--- config.mk ---
export PLATFORM = sky130hd
export DESIGN_NAME = trig_combiner
export DESIGN_NICKNAME = d
export VERILOG_FILES = /design/src/rtl/trig_pkg.sv /design/src/rtl/trig_sync.sv /design/src/rtl/trig_osc.sv /design/src/rtl/trig_counter.sv /design/src/rtl/trig_combiner.sv
export SDC_FILE = /design/constraint.sdc
export NUM_CORES = 1
export LEC_CHECK = 0
export BUFFER_PORTS_ARGS = -buffer_cell sky130_fd_sc_hd__buf_4
export CAP_MARGIN = 15
export CORE_ASPECT_RATIO = 0.6
export CORE_MARGIN = 5
export CORE_UTILIZATION = 61
export DETAILED_ROUTE_END_ITERATION = 12
export PLACE_DENSITY = 0.78
export SYNTH_ARGS = -nofsm -noshare
export SYNTH_HDL_FRONTEND = slang
export SYNTH_SLANG_ARGS = --single-unit
--- constraint.sdc ---
create_clock -name clk -period 5.08 [get_ports clk]
set_clock_uncertainty 0.15 [all_clocks]
set_input_delay 0.762 -clock clk [delete_from_list [all_inputs] [get_ports clk]]
set_output_delay 0.762 -clock clk [all_outputs]
set_load 0.05 [all_outputs]
--- src/rtl/trig_pkg.sv ---
package trig_pkg;
  localparam int REG_W  = 32;
  localparam int ADDR_W = 5;

  localparam logic [ADDR_W-1:0] A_SRC_EN  = 5'd0;
  localparam logic [ADDR_W-1:0] A_STATUS  = 5'd1;
  localparam logic [ADDR_W-1:0] A_CATCH   = 5'd2;
  localparam logic [ADDR_W-1:0] A_OUT_EN  = 5'd3;
  localparam logic [ADDR_W-1:0] A_ACC_CNT = 5'd4;
  localparam logic [ADDR_W-1:0] A_RAW_CNT = 5'd5;
  localparam logic [ADDR_W-1:0] A_OSC_PER = 5'd6;
  localparam logic [ADDR_W-1:0] A_BUSY    = 5'd7;
  localparam logic [ADDR_W-1:0] A_CMD     = 5'd8;

  localparam int OSC_EN_BIT = 24;
endpackage

--- src/rtl/trig_sync.sv ---
module trig_sync #(
  parameter int W = 2
) (
  input  logic         clk,
  input  logic         rst_n,
  input  logic [W-1:0] async_i,
  output logic [W-1:0] sync_o
);
  for (genvar i = 0; i < W; i++) begin : g_bit
    logic s1_q, s2_q;
    always_ff @(posedge clk or negedge rst_n) begin
      if (!rst_n) begin
        s1_q <= 1'b0;
        s2_q <= 1'b0;
      end else begin
        s1_q <= async_i[i];
        s2_q <= s1_q;
      end
    end
    assign sync_o[i] = s2_q;
  end
endmodule

--- src/rtl/trig_osc.sv ---
module trig_osc #(
  parameter int W = 32
) (
  input  logic         clk,
  input  logic         rst_n,
  input  logic         clr,
  input  logic         restart,
  input  logic [W-1:0] period,
  output logic         pulse_o
);
  logic [W-1:0] cnt_q, cnt_d;
  logic         hit;

  assign hit     = (period != '0) && (cnt_q == period - 1'b1);
  assign pulse_o = hit;

  always_comb begin
    if (clr || restart || hit || period == '0) cnt_d = '0;
    else                                       cnt_d = cnt_q + 1'b1;
  end

  always_ff @(posedge clk or negedge rst_n) begin
    if (!rst_n) cnt_q <= '0;
    else        cnt_q <= cnt_d;
  end

  // with a period above one, a tick is never followed directly by another
  assert_osc_single_R7: assert property (@(posedge clk) disable iff (!rst_n)
    (pulse_o && !restart && !clr && period > 1) |=> !pulse_o);
endmodule

--- src/rtl/trig_counter.sv ---
module trig_counter #(
  parameter int W = 32
) (
  input  logic         clk,
  input  logic         rst_n,
  input  logic         clr,
  input  logic         inc,
  output logic [W-1:0] cnt_o
);
  logic [W-1:0] cnt_q, cnt_d;

  always_comb begin
    if (clr)      cnt_d = '0;
    else if (inc) cnt_d = cnt_q + 1'b1;
    else          cnt_d = cnt_q;
  end

  always_ff @(posedge clk or negedge rst_n) begin
    if (!rst_n) cnt_q <= '0;
    else        cnt_q <= cnt_d;
  end

  assign cnt_o = cnt_q;

  assert_cnt_step_R10: assert property (@(posedge clk) disable iff (!rst_n)
    (inc && !clr) |=> cnt_o == $past(cnt_o) + 1'b1);
  assert_cnt_clear_R10: assert property (@(posedge clk) disable iff (!rst_n)
    clr |=> cnt_o == '0);
endmodule

--- src/rtl/trig_combiner.sv ---
module trig_combiner
  import trig_pkg::*;
#(
  parameter int N_FE         = 8,
  parameter int PULSE_CYCLES = 2,
  parameter int CNT_W        = 32
) (
  input  logic              clk,
  input  logic              rst_n,
  input  logic [1:0]        ext_trig_i,
  input  logic              reg_wr_i,
  input  logic [ADDR_W-1:0] reg_addr_i,
  input  logic [REG_W-1:0]  reg_wdata_i,
  output logic [REG_W-1:0]  reg_rdata_o,
  output logic [N_FE-1:0]   fe_trig_o
);
  localparam int PW = $clog2(PULSE_CYCLES + 1);

  // register write decode
  logic wr_en, wr_oen, wr_catch, wr_acc, wr_raw, wr_per, wr_busy, wr_cmd;
  assign wr_en    = reg_wr_i && reg_addr_i == A_SRC_EN;
  assign wr_oen   = reg_wr_i && reg_addr_i == A_OUT_EN;
  assign wr_catch = reg_wr_i && reg_addr_i == A_CATCH;
  assign wr_acc   = reg_wr_i && reg_addr_i == A_ACC_CNT;
  assign wr_raw   = reg_wr_i && reg_addr_i == A_RAW_CNT;
  assign wr_per   = reg_wr_i && reg_addr_i == A_OSC_PER;
  assign wr_busy  = reg_wr_i && reg_addr_i == A_BUSY;
  assign wr_cmd   = reg_wr_i && reg_addr_i == A_CMD;

  // state
  logic [1:0]       en_ext_q, en_ext_d;
  logic             en_osc_q, en_osc_d;
  logic [N_FE-1:0]  oen_q, oen_d;
  logic [REG_W-1:0] period_q, period_d;
  logic [REG_W-1:0] catch_q, catch_d;
  logic             busy_q, busy_d;
  logic             soft_q, soft_d;
  logic             srst_q, srst_d;
  logic             comb_q, comb_d;
  logic [PW-1:0]    pcnt_q, pcnt_d;

  logic             clr;
  logic [1:0]       ext_sync, ext_gated;
  logic             osc_tick, comb, comb_rise, accept, sent;
  logic [REG_W-1:0] stat_vec;
  logic [CNT_W-1:0] acc_cnt, raw_cnt;

  assign clr = srst_q;

  trig_sync #(.W(2)) u_sync (
    .clk(clk), .rst_n(rst_n), .async_i(ext_trig_i), .sync_o(ext_sync)
  );

  trig_osc #(.W(REG_W)) u_osc (
    .clk(clk), .rst_n(rst_n), .clr(clr), .restart(wr_per),
    .period(period_q), .pulse_o(osc_tick)
  );

  assign ext_gated = ext_sync & en_ext_q;
  assign comb      = (|ext_gated) | (osc_tick & en_osc_q) | soft_q;
  assign comb_rise = comb & ~comb_q;
  assign accept    = comb_rise & ~busy_q;
  assign sent      = pcnt_q != '0;

  assign stat_vec = {7'b0, osc_tick, 6'b0, sent, comb, 6'b0, ext_gated, 6'b0, ext_sync};

  trig_counter #(.W(CNT_W)) u_acc_cnt (
    .clk(clk), .rst_n(rst_n), .clr(clr | wr_acc), .inc(accept), .cnt_o(acc_cnt)
  );
  trig_counter #(.W(CNT_W)) u_raw_cnt (
    .clk(clk), .rst_n(rst_n), .clr(clr | wr_raw), .inc(comb_rise), .cnt_o(raw_cnt)
  );

  // next state
  always_comb begin
    en_ext_d = en_ext_q;
    en_osc_d = en_osc_q;
    oen_d    = oen_q;
    period_d = period_q;
    catch_d  = catch_q;
    busy_d   = busy_q;
    soft_d   = soft_q;
    srst_d   = wr_cmd && reg_wdata_i[1];
    comb_d   = comb;
    pcnt_d   = sent ? pcnt_q - 1'b1 : pcnt_q;
    if (wr_en) begin
      en_ext_d = reg_wdata_i[1:0];
      en_osc_d = reg_wdata_i[OSC_EN_BIT];
    end
    if (wr_oen)   oen_d    = reg_wdata_i[N_FE-1:0];
    if (wr_per)   period_d = reg_wdata_i;
    if (wr_catch) catch_d  = catch_q & reg_wdata_i;
    catch_d = catch_d | stat_vec;
    if (wr_busy && !reg_wdata_i[0]) busy_d = 1'b0;
    if (accept) begin
      busy_d = 1'b1;
      pcnt_d = PW'(PULSE_CYCLES);
    end
    if (wr_cmd) soft_d = reg_wdata_i[0];
    if (clr) begin
      en_ext_d = '0;
      en_osc_d = 1'b0;
      oen_d    = '1;
      period_d = '0;
      catch_d  = '0;
      busy_d   = 1'b0;
      soft_d   = 1'b0;
      comb_d   = 1'b0;
      pcnt_d   = '0;
    end
  end

  always_ff @(posedge clk or negedge rst_n) begin
    if (!rst_n) begin
      en_ext_q <= '0;
      en_osc_q <= 1'b0;
      oen_q    <= '1;
      period_q <= '0;
      catch_q  <= '0;
      busy_q   <= 1'b0;
      soft_q   <= 1'b0;
      srst_q   <= 1'b0;
      comb_q   <= 1'b0;
      pcnt_q   <= '0;
    end else begin
      en_ext_q <= en_ext_d;
      en_osc_q <= en_osc_d;
      oen_q    <= oen_d;
      period_q <= period_d;
      catch_q  <= catch_d;
      busy_q   <= busy_d;
      soft_q   <= soft_d;
      srst_q   <= srst_d;
      comb_q   <= comb_d;
      pcnt_q   <= pcnt_d;
    end
  end

  assign fe_trig_o = {N_FE{sent}} & oen_q;

  // read mux
  always_comb begin
    case (reg_addr_i)
      A_SRC_EN:  reg_rdata_o = {7'b0, en_osc_q, 22'b0, en_ext_q};
      A_STATUS:  reg_rdata_o = stat_vec;
      A_CATCH:   reg_rdata_o = catch_q;
      A_OUT_EN:  reg_rdata_o = REG_W'(oen_q);
      A_ACC_CNT: reg_rdata_o = REG_W'(acc_cnt);
      A_RAW_CNT: reg_rdata_o = REG_W'(raw_cnt);
      A_OSC_PER: reg_rdata_o = period_q;
      A_BUSY:    reg_rdata_o = {31'b0, busy_q};
      A_CMD:     reg_rdata_o = {31'b0, soft_q};
      default:   reg_rdata_o = '0;
    endcase
  end

  // busy holds until software clears it
  assert_busy_hold_R6: assert property (@(posedge clk) disable iff (!rst_n)
    (busy_q && !(wr_busy && !reg_wdata_i[0]) && !clr) |=> busy_q);
  assert_busy_set_R6: assert property (@(posedge clk) disable iff (!rst_n)
    (accept && !clr) |=> busy_q);
  // output pulse only starts from an accepted edge and lasts past its first cycle
  assert_pulse_cause_R5: assert property (@(posedge clk) disable iff (!rst_n)
    $rose(sent) |-> $past(accept));
  assert_pulse_width_R5: assert property (@(posedge clk) disable iff (!rst_n)
    ($rose(sent) && !clr) |=> sent);
  // every status level seen is captured
  assert_catch_sticky_R3: assert property (@(posedge clk) disable iff (!rst_n)
    !clr |=> ((catch_q & $past(stat_vec)) == $past(stat_vec)));
endmodule

==> out/metrics.csv, run 1 <==
stage,metric,value,unit
status,outcome,completed,
sta,fin_crit_sh,0.986,
power,pwr-share-clk,0.268,
sta,setup_viol_count_final,0,
finish,final_util,0.712,
clock_tree,cts_tree,done,
power,ir_worst_vdd,0.000259,V
clock_tree,path_clk_slew,0.07,ns
clock_tree,hold_buffers,0,
synthesis,syn_avg_cell_area,9.02,um^2
synthesis,syn_inst,1152,
place,portBuffers,81,
floorplan,rows,37,
critical_path,crit_fanout,5,
worst_hold_path,holdCritPathClass,in2async,
detailed_routing,ant_nets,0,
sta,slew_viol_final,0,
synthesis,netlist.top_cell.by_area,dfrtp_1,
finish,instances_no_fill,1471,
sta,setup_slack,0.0687,ns
power,power_density,399,nW/um^2
finish,design_area,12100,um^2
power,combPwrFrac,0.303,
synthesis,synth_nets,1199,
global_route,grt_pass1_wl,50600,um
finish,multiInputGateArea,5610,um^2
clock_tree,h-tree-depth,4,
synthesis,ys_async_sr_fraction,1.00,
power,p_int,0.00300,W
global_route,antenna_found_initial,0,
synthesis,synth_seq_cells,181,
floorplan,die_x,179,um
critical_path,path_cells,buf_4 > or4_4 > or3_4 > or4_4 > a32o_2 > or4b_4 > nor4_4 > or2_4 > inv_2 > o21ai_4 > buf_6,
detailed_routing,via_count,9718,
critical_path,crit_path_end_kind,output pin,
synthesis,synth_cell_type_count,70,
detailed_routing,remaining_drc_errors,0,
floorplan,ioPinCount,82,
floorplan,core_region_area,16900,um^2
synthesis,yosys-top-cells-count,"dfrtp_1 (173), nor2_1 (112), nand2_1 (100), clkbuf_1 (66), a21oi_1 (60)",
synthesis,synth_area_leaders,"dfrtp_1 (42%), a22oi_1 (4.1%), nor2_1 (4.0%)",
critical_path,crit_buf_inv,3,
floorplan,initial_core_util,0.613,
place,place.gp.congestion,0.986,
power,p_seq_frac,0.429,
clock_tree,numCtsBuffers,17,
critical_path,path_class,reg2out,
power,p_sw,0.00182,W
detailed_routing,drt-pass1-iter-count,5,
place,dp.final_hpwl,22800,um
critical_path,r2r_cells,12,
finish,final_layout_size_suffix_gt1_frac,0.175,
sta,worst_slew_pin_slew,1.05,ns
place,placed_cells,1425,
critical_path,crit_path_top_delay_cell,or4_4,
critical_path,crit_family,simple AND/OR/NAND/NOR gates,
global_route,grt_pass1_vias,8994,
synthesis,synth_edf_count,0,
floorplan,die_height,111,um
sta,relSlewSlack,0.302,
detailed_routing,wl_per_cell,21.7,um
critical_path,crit-reg2reg-capture,u_acc_cnt.cnt_o[21],
finish,diodes,0,
clock_tree,root_buffer,clkbuf_16,
place,pre_cts_ws,0.291,ns
synthesis,synth_top_area_frac,0.417,
power,p_total,0.00481,W
global_route,grt_max_degree,103,
sta,min_period,5.01,ns
critical_path,timing.rr.start,period_q[0],
critical_path,rrSetupSlack,0.47,ns
synthesis,syn-cell-area,10400,um^2
critical_path,cpMostUsedCell,or4_4,
sta,hold_viol,0,
clock_tree,clock-sinks,181,
clock_tree,cts_buffer_depth,2,
synthesis,ys_warn_count,0,
critical_path,cp-start-kind,flop,
synthesis,yosysSeqAreaShare,0.437,
clock_tree,clk_latency,0.45,ns
flow_run,cap_viol_max_count,0,
finish,num-fill-cells,1334,
critical_path,worst_ep_arrival_time,4.10,ns
detailed_routing,drt-total-wl,32000,um
critical_path,cp.required,4.17,ns
place,placed_area,11300,um^2
detailed_routing,vias_per_cell,6.61,
power,p_leak,5.17,nW
global_route,overflow,0,
power,switching_share,0.377,
finish,nNetsFinal,1271,
floorplan,die_area,19800,um^2
critical_path,slowest_delay,0.55,ns
synthesis,yosysMostFrequentCell,dfrtp_1,
synthesis,ys.flop_type,dfrtp_1,
detailed_routing,drtIter0Drc,1109,
finish,seq_area,4550,um^2
global_route,track_usage,0.325,
finish,synthToLayoutAreaGrowth,16.0,%
sta,fmaxAchievable,0.200,GHz
-- how the worst max path moves through the flow --
stage | slack, ns | depth (start not counted) | from | endpoint
after floorplan | 0.11 | 13 | period_q[0] | reg_rdata_o[16]
after global placement | 0.43 | 12 | period_q[0] | reg_rdata_o[16]
after detailed placement | 0.29 | 12 | period_q[0] | reg_rdata_o[16]
after CTS | 0.009 | 12 | period_q[1] | reg_rdata_o[16]
after global routing | -0.002 | 11 | period_q[0] | reg_rdata_o[16]
final | 0.07 | 11 | period_q[0] | reg_rdata_o[16]
-- final cells by class --
| cell class | count | area share |
|---|---|---|
| well taps | 234 | 0.0243 |
| multi-input cells | 877 | 0.465 |
| clock buffers | 18 | 0.0356 |
| clock inverters | 14 | 0.0108 |
| repair buffers | 128 | 0.0813 |
| flip-flops and latches | 181 | 0.377 |
| inverters | 19 | 0.00591 |
-- power groups by stage --
stage / Clock, W / Sequential (W) / Combinational (W)
CTS: 0.00129 / 0.00205 / 0.00137
global placement: 0 / 0.00206 / 0.00131
floorplan: 0 / 0.00192 / 0.000992
global route: 0.00136 / 0.00210 / 0.00158
finish: 0.00129 / 0.00207 / 0.00146
detailed placement: 0 / 0.00207 / 0.00134
-- timing repair --
action                     4_1_cts  5_1_grt
pin swaps                        0       12
gates resized for setup          8       25
setup endpoints to repair        1        2
buffers inserted                 3       11
-- placed cells by master, fill, tap and decap left out, types with 26 or more instances in the layout --
cell type,count
xor2_1,40
nand2_1,100
a22oi_1,57
nor3_1,27
or4_1,26
xnor2_1,43
buf_4,125
nor3b_1,29
nand3_1,47
a21oi_1,59
dfrtp_1,165
or3_1,27
nor2_1,109
a22o_1,32
o21ai_0,40
-- sequential cells by signal, summed over array words and instances, names as in the netlist --
name and flops:
en_osc_q 1, u_sync.g_bit.s2_q 2, u_sync.g_bit.s1_q 2, catch_q 32
en_ext_q 2, comb_q 1, soft_q 1, clr 1
u_osc.cnt_q 32, pcnt_q 2, period_q 32, u_raw_cnt.cnt_o 32
u_acc_cnt.cnt_o 32, oen_q 8, busy_q 1
-- worst register-to-register path: stages, from the launching register on --
cell and delay (ns):
dfrtp_1 0.39, buf_4 0.16, or4_4 0.55, or3_4 0.38, or4_4 0.53, a32o_2 0.25, or4b_4 0.55, buf_4 0.16
nor4_4 0.37, nor2_2 0.09, buf_4 0.22, or4b_1 0.52, a21oi_1 0.19
-- per-layer routing --
layer / vias to the layer above / wire, um / GRT usage
met5: - / 0 / 0
met4: 0 / 529 / 0.0787
met3: 43 / 3520 / 0.0927
met2: 536 / 13200 / 0.443
met1: 4750 / 14700 / 0.509
li1: 4389 / - / -
-- stage by stage --
step	hold slack [ns]	TNS [ns]
2_1_floorplan	0.181	0
3_5_place_dp	0.193	0
5_1_grt	0.216	-0.00188
3_3_place_gp	0.186	0
6_report	0.193	0
4_1_cts	0.210	0
-- cell families after synthesis --
kind of cell	count (synthesis)	share of synthesized area
AND/OR/NAND/NOR	498	0.255
AO/OA/AOI/OAI	285	0.191
flip-flops	181	0.437
buffers and inverters	94	0.0355
XOR/XNOR	83	0.0699
multiplexers	6	0.00578
adder cells (fa/ha/maj)	5	0.00602
No activity file was read; power rests on OpenSTA's default activity.
==> run 2: changes to the inputs <==
Settings changed: BUFFER_PORTS_ARGS -buffer_cell sky130_fd_sc_hd__buf_4 to -buffer_cell sky130_fd_sc_hd__clkbuf_2.
==> run 2 against run 1 <==
Maximum frequency increased by 1.0%; worst hold slack got worse by 0.041 ns; sequential share of layout area increased by 0.52 points; combinational power decreased by 4%; non-clock buffer count decreased by 6; clock-buffer cell count increased by 2.
==> out/metrics.csv, run 2 (synthesis results as in run 1) <==
stage,metric,value,unit,change
finish,mostFrequentLayoutCells,"dfrtp_1 (168), nor2_1 (109), nand2_1 (100), clkbuf_2 (78), a21oi_1 (59)",,
floorplan,core_region_area,16900,um^2,unchanged
critical_path,worst_ep_arrival_time,4.05,ns,-0.05 ns
detailed_routing,vias_per_cell,6.70,,+1.4%
clock_tree,clk_latency,0.44,ns,about the same
place,placed_cells,1426,,+0.070%
detailed_routing,ant_nets,0,,unchanged
sta,fin_crit_sh,0.976,,-0.0100
detailed_routing,drt-pass1-iter-count,5,,unchanged
finish,synthToLayoutAreaGrowth,14.4,%,
floorplan,ioPinCount,82,,unchanged
clock_tree,hold_buffers,0,,unchanged
detailed_routing,drtIter0Drc,1239,,+12%
finish,final_layout_size_suffix_gt1_frac,0.161,,-0.0144
sta,slew_viol_final,0,,unchanged
worst_hold_path,holdCritPathClass,in2async,,
clock_tree,root_buffer,clkbuf_16,,
critical_path,worstSetupStartpoint,period_q[9],,
critical_path,timing.rr.start,period_q[9],,
finish,final_common_cell,dfrtp_1,,
finish,diodes,0,,unchanged
detailed_routing,via_count,9804,,+0.88%
sta,min_period,4.96,ns,-0.0508 ns
global_route,grt_max_degree,120,,+17%
floorplan,die_height,111,um,unchanged
flow_run,cap_viol_max_count,0,,unchanged
sta,setup_viol_count_final,0,,unchanged
place,place.gp.congestion,1.01,,+2.6%
critical_path,rrSetupSlack,0.59,ns,+0.12 ns
clock_tree,h-tree-depth,4,,unchanged
sta,worst_slew_pin_slew,1.08,ns,+0.0374 ns
floorplan,die_x,179,um,unchanged
status,outcome,completed,,
power,power_density,414,nW/um^2,+3.8%
floorplan,rows,37,,unchanged
critical_path,r2r_cells,10,,-2
clock_tree,cts_buffer_depth,2,,unchanged
clock_tree,path_clk_slew,0.07,ns,about the same
sta,final.setup.tns,0,ns,unchanged
global_route,grt_pass1_wl,50700,um,+0.30%
critical_path,crit-reg2reg-capture,u_acc_cnt.cnt_o[28],,
sta,relSlewSlack,0.277,,-0.0249
finish,final_util,0.702,,-0.0102
sta,rsz0062_at_grt,no,,
floorplan,die_area,19800,um^2,unchanged
finish,nNetsFinal,1265,,-0.47%
global_route,overflow,0,,unchanged
finish,instances_no_fill,1464,,-0.48%
critical_path,crit_fanout,7,,+2
critical_path,cp-start-kind,flop,,
sta,fmaxAchievable,0.202,GHz,+1.0%
detailed_routing,drt-total-wl,31800,um,-0.64%
detailed_routing,wl_per_cell,21.7,um,-0.17%
power,p_leak,5.12,nW,-0.94%
critical_path,path_class,reg2out,,
global_route,grt_pass1_vias,9014,,+0.22%
critical_path,cp.required,4.17,ns,about the same
global_route,track_usage,0.323,,-0.00242
detailed_routing,remaining_drc_errors,0,,unchanged
power,ir_worst_vdd,0.000296,V,+14%
sta,hold_viol,0,,unchanged
floorplan,initial_core_util,0.613,,unchanged
critical_path,crit_path_end_kind,output pin,,
critical_path,endpoint,reg_rdata_o[16],,
place,portBuffers,81,,unchanged
place,dp.final_hpwl,22600,um,-0.79%
clock_tree,numCtsBuffers,17,,unchanged
clock_tree,cts_tree,done,,
global_route,antenna_found_initial,0,,unchanged
clock_tree,clock-sinks,181,,unchanged
-- run 2: changes by cell type in the layout (fill, tap and decap cells not counted), moves of 3 or more --
cell       before  now
clkinv_2        4    1
bufinv_16       1    5
inv_2           3    0
dfrtp_2         8    5
dfrtp_1       165  168
buf_4         125   40
inv_1          16   19
clkinv_4        6    1
clkbuf_2        0   78
-- run 2: critical path, stage by stage, from the launching register on --
cell and delay (ns):
dfrtp_2 0.46, or4_4 0.59, or4_4 0.54, or4_4 0.54, a211oi_2 0.22, or4b_4 0.52
nor4_4 0.18, or2_2 0.15, inv_1 0.08, o21ai_4 0.18, buf_12 0.16
-- run 2: timing repair --
| item | 4_1_cts | 5_1_grt |
|---|---|---|
| gates resized for setup | 9 | 13 |
| endpoints found under the setup margin | 2 | 2 |
| pin swaps | 2 | 5 |
| buffers inserted | 5 | 2 |
-- run 2: layer usage --
metal / wire length (um) / vias to the layer above / share of wire / GRT usage
li1: - / 4383 / - / -
met1: 14600 / 4761 / 0.46 / 0.513
met2: 13100 / 600 / 0.41 / 0.439
met3: 3540 / 60 / 0.11 / 0.0855
met4: 591 / 0 / 0.019 / 0.0690
met5: 0 / - / 0 / 0
-- run 2: how the worst min path moves through the flow --
stage / startpoint / to
floorplan: u_sync.g_bit[0].s1_q / u_sync.g_bit[0].s2_q
global placement: u_sync.g_bit[0].s1_q / u_sync.g_bit[0].s2_q
detailed placement: u_sync.g_bit[0].s1_q / u_sync.g_bit[0].s2_q
CTS: rst_n / period_q[4]
global route: rst_n / u_osc.cnt_q[3]
finish: rst_n / u_osc.cnt_q[3]
-- run 2: power breakdown --
group,internal (W),switching [W]
clock network,0.000890,0.000578
registers,0.00171,0.000353
logic,0.000553,0.000844
total,0.00315,0.00177
-- run 2: layout make-up --
type,instances,area (um^2)
clock buffers,20,447
clock inverters,11,198
fillers,1335,5050
well taps,234,293
multi-input cells,877,5590
inverters,19,71.3
flip-flops and latches,181,4550
repair buffers,122,749
-- run 2: metrics by stage --
stage,instance area [um^2],power [W],hold WS [ns],worst slack [ns]
floorplan,10400,0.00291,0.181,0.106
CTS,11800,0.00486,0.173,0.000393
finish,11900,0.00492,0.152,0.120
global placement,11100,0.00334,0.186,0.297
global route,11900,0.00516,0.195,0.0412
detailed placement,11100,0.00336,0.209,0.203
==> run 3: changes to the inputs <==
Settings changed: GPL_ROUTABILITY_DRIVEN set to 0, GPL_TIMING_DRIVEN set to 0.
==> run 3 against run 2 <==
Global-route usage is 1.5 points higher; critical path depth up 1; cell count increased by 2.6%; wire length grew 5.1%; die area stayed put; sequential share of layout area shrank 0.099 points; register-to-register slack got worse by 0.51 ns; design area is 0.23% higher; largest power group unchanged.
==> out/metrics.csv, run 3 (synthesis results as in run 1) <==
stage,metric,value,unit,change
critical_path,cp-start-kind,flop,,
power,p_seq_frac,0.418,,about the same
sta,worst_slew_pin_slew,1.17,ns,+0.0827 ns
power,power_density,409,nW/um^2,-1.3%
status,outcome,completed,,
critical_path,cp.required,4.17,ns,about the same
clock_tree,clock-sinks,181,,unchanged
floorplan,rows,37,,unchanged
clock_tree,path_clk_slew,0.07,ns,about the same
place,dp.final_hpwl,24400,um,+8.0%
power,switching_share,0.372,,+0.0112
worst_hold_path,holdCritPathClass,in2async,,
critical_path,crit_path_end_kind,output pin,,
clock_tree,root_buffer,clkbuf_16,,
finish,nNetsFinal,1302,,+2.9%
global_route,antenna_found_initial,0,,unchanged
power,p_int,0.00306,W,-2.8%
global_route,grt_pass1_vias,9517,,+5.6%
floorplan,die_x,179,um,unchanged
detailed_routing,ant_nets,0,,unchanged
clock_tree,cts_buffer_depth,2,,unchanged
detailed_routing,vias_per_cell,6.63,,-1.1%
critical_path,crit_fanout,7,,unchanged
place,placed_area,11100,um^2,+0.13%
critical_path,cpMostUsedCell,or4_4,,
finish,num-fill-cells,1368,,+2.5%
clock_tree,numCtsBuffers,17,,unchanged
sta,min_period,5.03,ns,+0.0672 ns
critical_path,path_class,reg2out,,
finish,seq_area,4540,um^2,about the same
critical_path,slowest_delay,0.52,ns,-0.07 ns
critical_path,crit_path_top_delay_cell,dfrtp_1,,
detailed_routing,drt-pass1-iter-count,8,,+3
flow_run,cap_viol_max_count,0,,unchanged
floorplan,die_height,111,um,unchanged
clock_tree,h-tree-depth,4,,unchanged
sta,rsz0062_at_grt,no,,
power,p_leak,5.07,nW,-1.1%
sta,fmaxAchievable,0.199,GHz,-1.3%
floorplan,die_area,19800,um^2,unchanged
finish,multiInputGateArea,5590,um^2,about the same
sta,hold_viol,0,,unchanged
sta,setup_viol_count_final,0,,unchanged
detailed_routing,drtIter0Drc,1449,,+17%
floorplan,ioPinCount,82,,unchanged
finish,final_common_cell,dfrtp_1,,
finish,mostFrequentLayoutCells,"dfrtp_1 (169), nor2_1 (112), nand2_1 (100), clkbuf_2 (78), a21oi_1 (60)",,
power,ir_worst_vdd,0.000299,V,+0.96%
critical_path,r2r_cells,13,,+3
finish,design_area,11900,um^2,+0.23%
sta,final.setup.tns,0,ns,unchanged
clock_tree,hold_buffers,0,,unchanged
sta,fin_crit_sh,0.990,,+0.0132
global_route,track_usage,0.338,,+0.0153
place,portBuffers,81,,unchanged
sta,relSlewSlack,0.222,,-0.0551
sta,slew_viol_final,0,,unchanged
detailed_routing,via_count,9951,,+1.5%
clock_tree,cts_tree,done,,
detailed_routing,drt-total-wl,33400,um,+5.1%
finish,diodes,0,,unchanged
detailed_routing,wl_per_cell,22.2,um,+2.4%
power,pwr-share-clk,0.285,,-0.013
finish,final_layout_size_suffix_gt1_frac,0.137,,-0.0238
floorplan,core_region_area,16900,um^2,unchanged
power,p_sw,0.00181,W,+2.0%
finish,synthToLayoutAreaGrowth,14.7,%,
power,combPwrFrac,0.296,,+0.012
global_route,grt_pass1_wl,52500,um,+3.4%
global_route,overflow,0,,unchanged
critical_path,worst_ep_arrival_time,4.12,ns,+0.07 ns
floorplan,initial_core_util,0.613,,unchanged
critical_path,path_cells,or4_1 > clkbuf_1 > or4_4 > or4_4 > a211oi_2 > or4b_4 > nor4_4 > or2_4 > inv_2 > o21ai_2 > buf_8,,
detailed_routing,remaining_drc_errors,0,,unchanged
clock_tree,clk_latency,0.44,ns,about the same
global_route,grt_max_degree,112,,-6.7%
[run 3: metal layers]
layer,vias to the layer above,GRT usage,share of wire
met4,0,0.0634,0.017
met1,4785,0.522,0.44
met2,658,0.454,0.40
met3,60,0.126,0.14
li1,4448,-,-
met5,-,0,0
[run 3: through the flow]
stage	utilization	setup WS (ns)	cells	power [W]	hold WS [ns]
after floorplan	-	0.106	1152	0.00291	0.181
after global placement	0.655	-0.348	1467	0.00329	0.183
after detailed placement	0.657	-0.455	1468	0.00334	0.190
after CTS	0.700	0.0187	1501	0.00479	0.205
after global routing	0.703	0.00402	1502	0.00509	0.217
final	0.703	0.0523	1502	0.00487	0.197
[run 3: power by group through the flow]
stage / clock (W) / sequential (W) / combinational (W)
final: 0.00139 / 0.00204 / 0.00144
after global routing: 0.00146 / 0.00207 / 0.00156
after CTS: 0.00139 / 0.00201 / 0.00138
after detailed placement: 0 / 0.00202 / 0.00133
after global placement: 0 / 0.00201 / 0.00128
after floorplan: 0 / 0.00192 / 0.000992
[run 3: area by class of cell]
type | instances | share of cell area
Sequential cell | 181 | 0.381
Inverter | 19 | 0.00598
Buffer | 66 | 0.0229
Timing Repair Buffer | 93 | 0.0450
Multi-Input combinational cell | 877 | 0.469
Tap cell | 234 | 0.0246
Clock inverter | 11 | 0.0124
Clock buffer | 21 | 0.0386
[run 3: worst max-delay path, delay by kind of cell (launching register included)]
family	cells	cell delay, ns
simple gates	6	2.33
flops	1	0.52
buf+inv	3	0.47
compound gates	2	0.36
[run 3: final timing paths]
| path | start | to | slack (ns) |
|---|---|---|---|
| max in group asynchronous | rst_n | period_q[29] | 3.62 |
| min in group clk | u_sync.g_bit[0].s1_q | u_sync.g_bit[0].s2_q | 0.20 |
| hold / removal | rst_n | u_osc.cnt_q[4] | 0.20 |
| setup reg to reg | period_q[14] | u_raw_cnt.cnt_o[15] | 0.08 |
| setup / recovery | period_q[14] | reg_rdata_o[16] | 0.05 |
| hold reg to reg | u_sync.g_bit[0].s1_q | u_sync.g_bit[0].s2_q | 0.20 |
[run 3: timing repair]
| action | in CTS | in global routing |
|---|---|---|
| resized for setup | 22 | 11 |
| pin swaps | 8 | 3 |
| setup buffers | 8 | 3 |
| setup endpoints to repair | 39 | 19 |
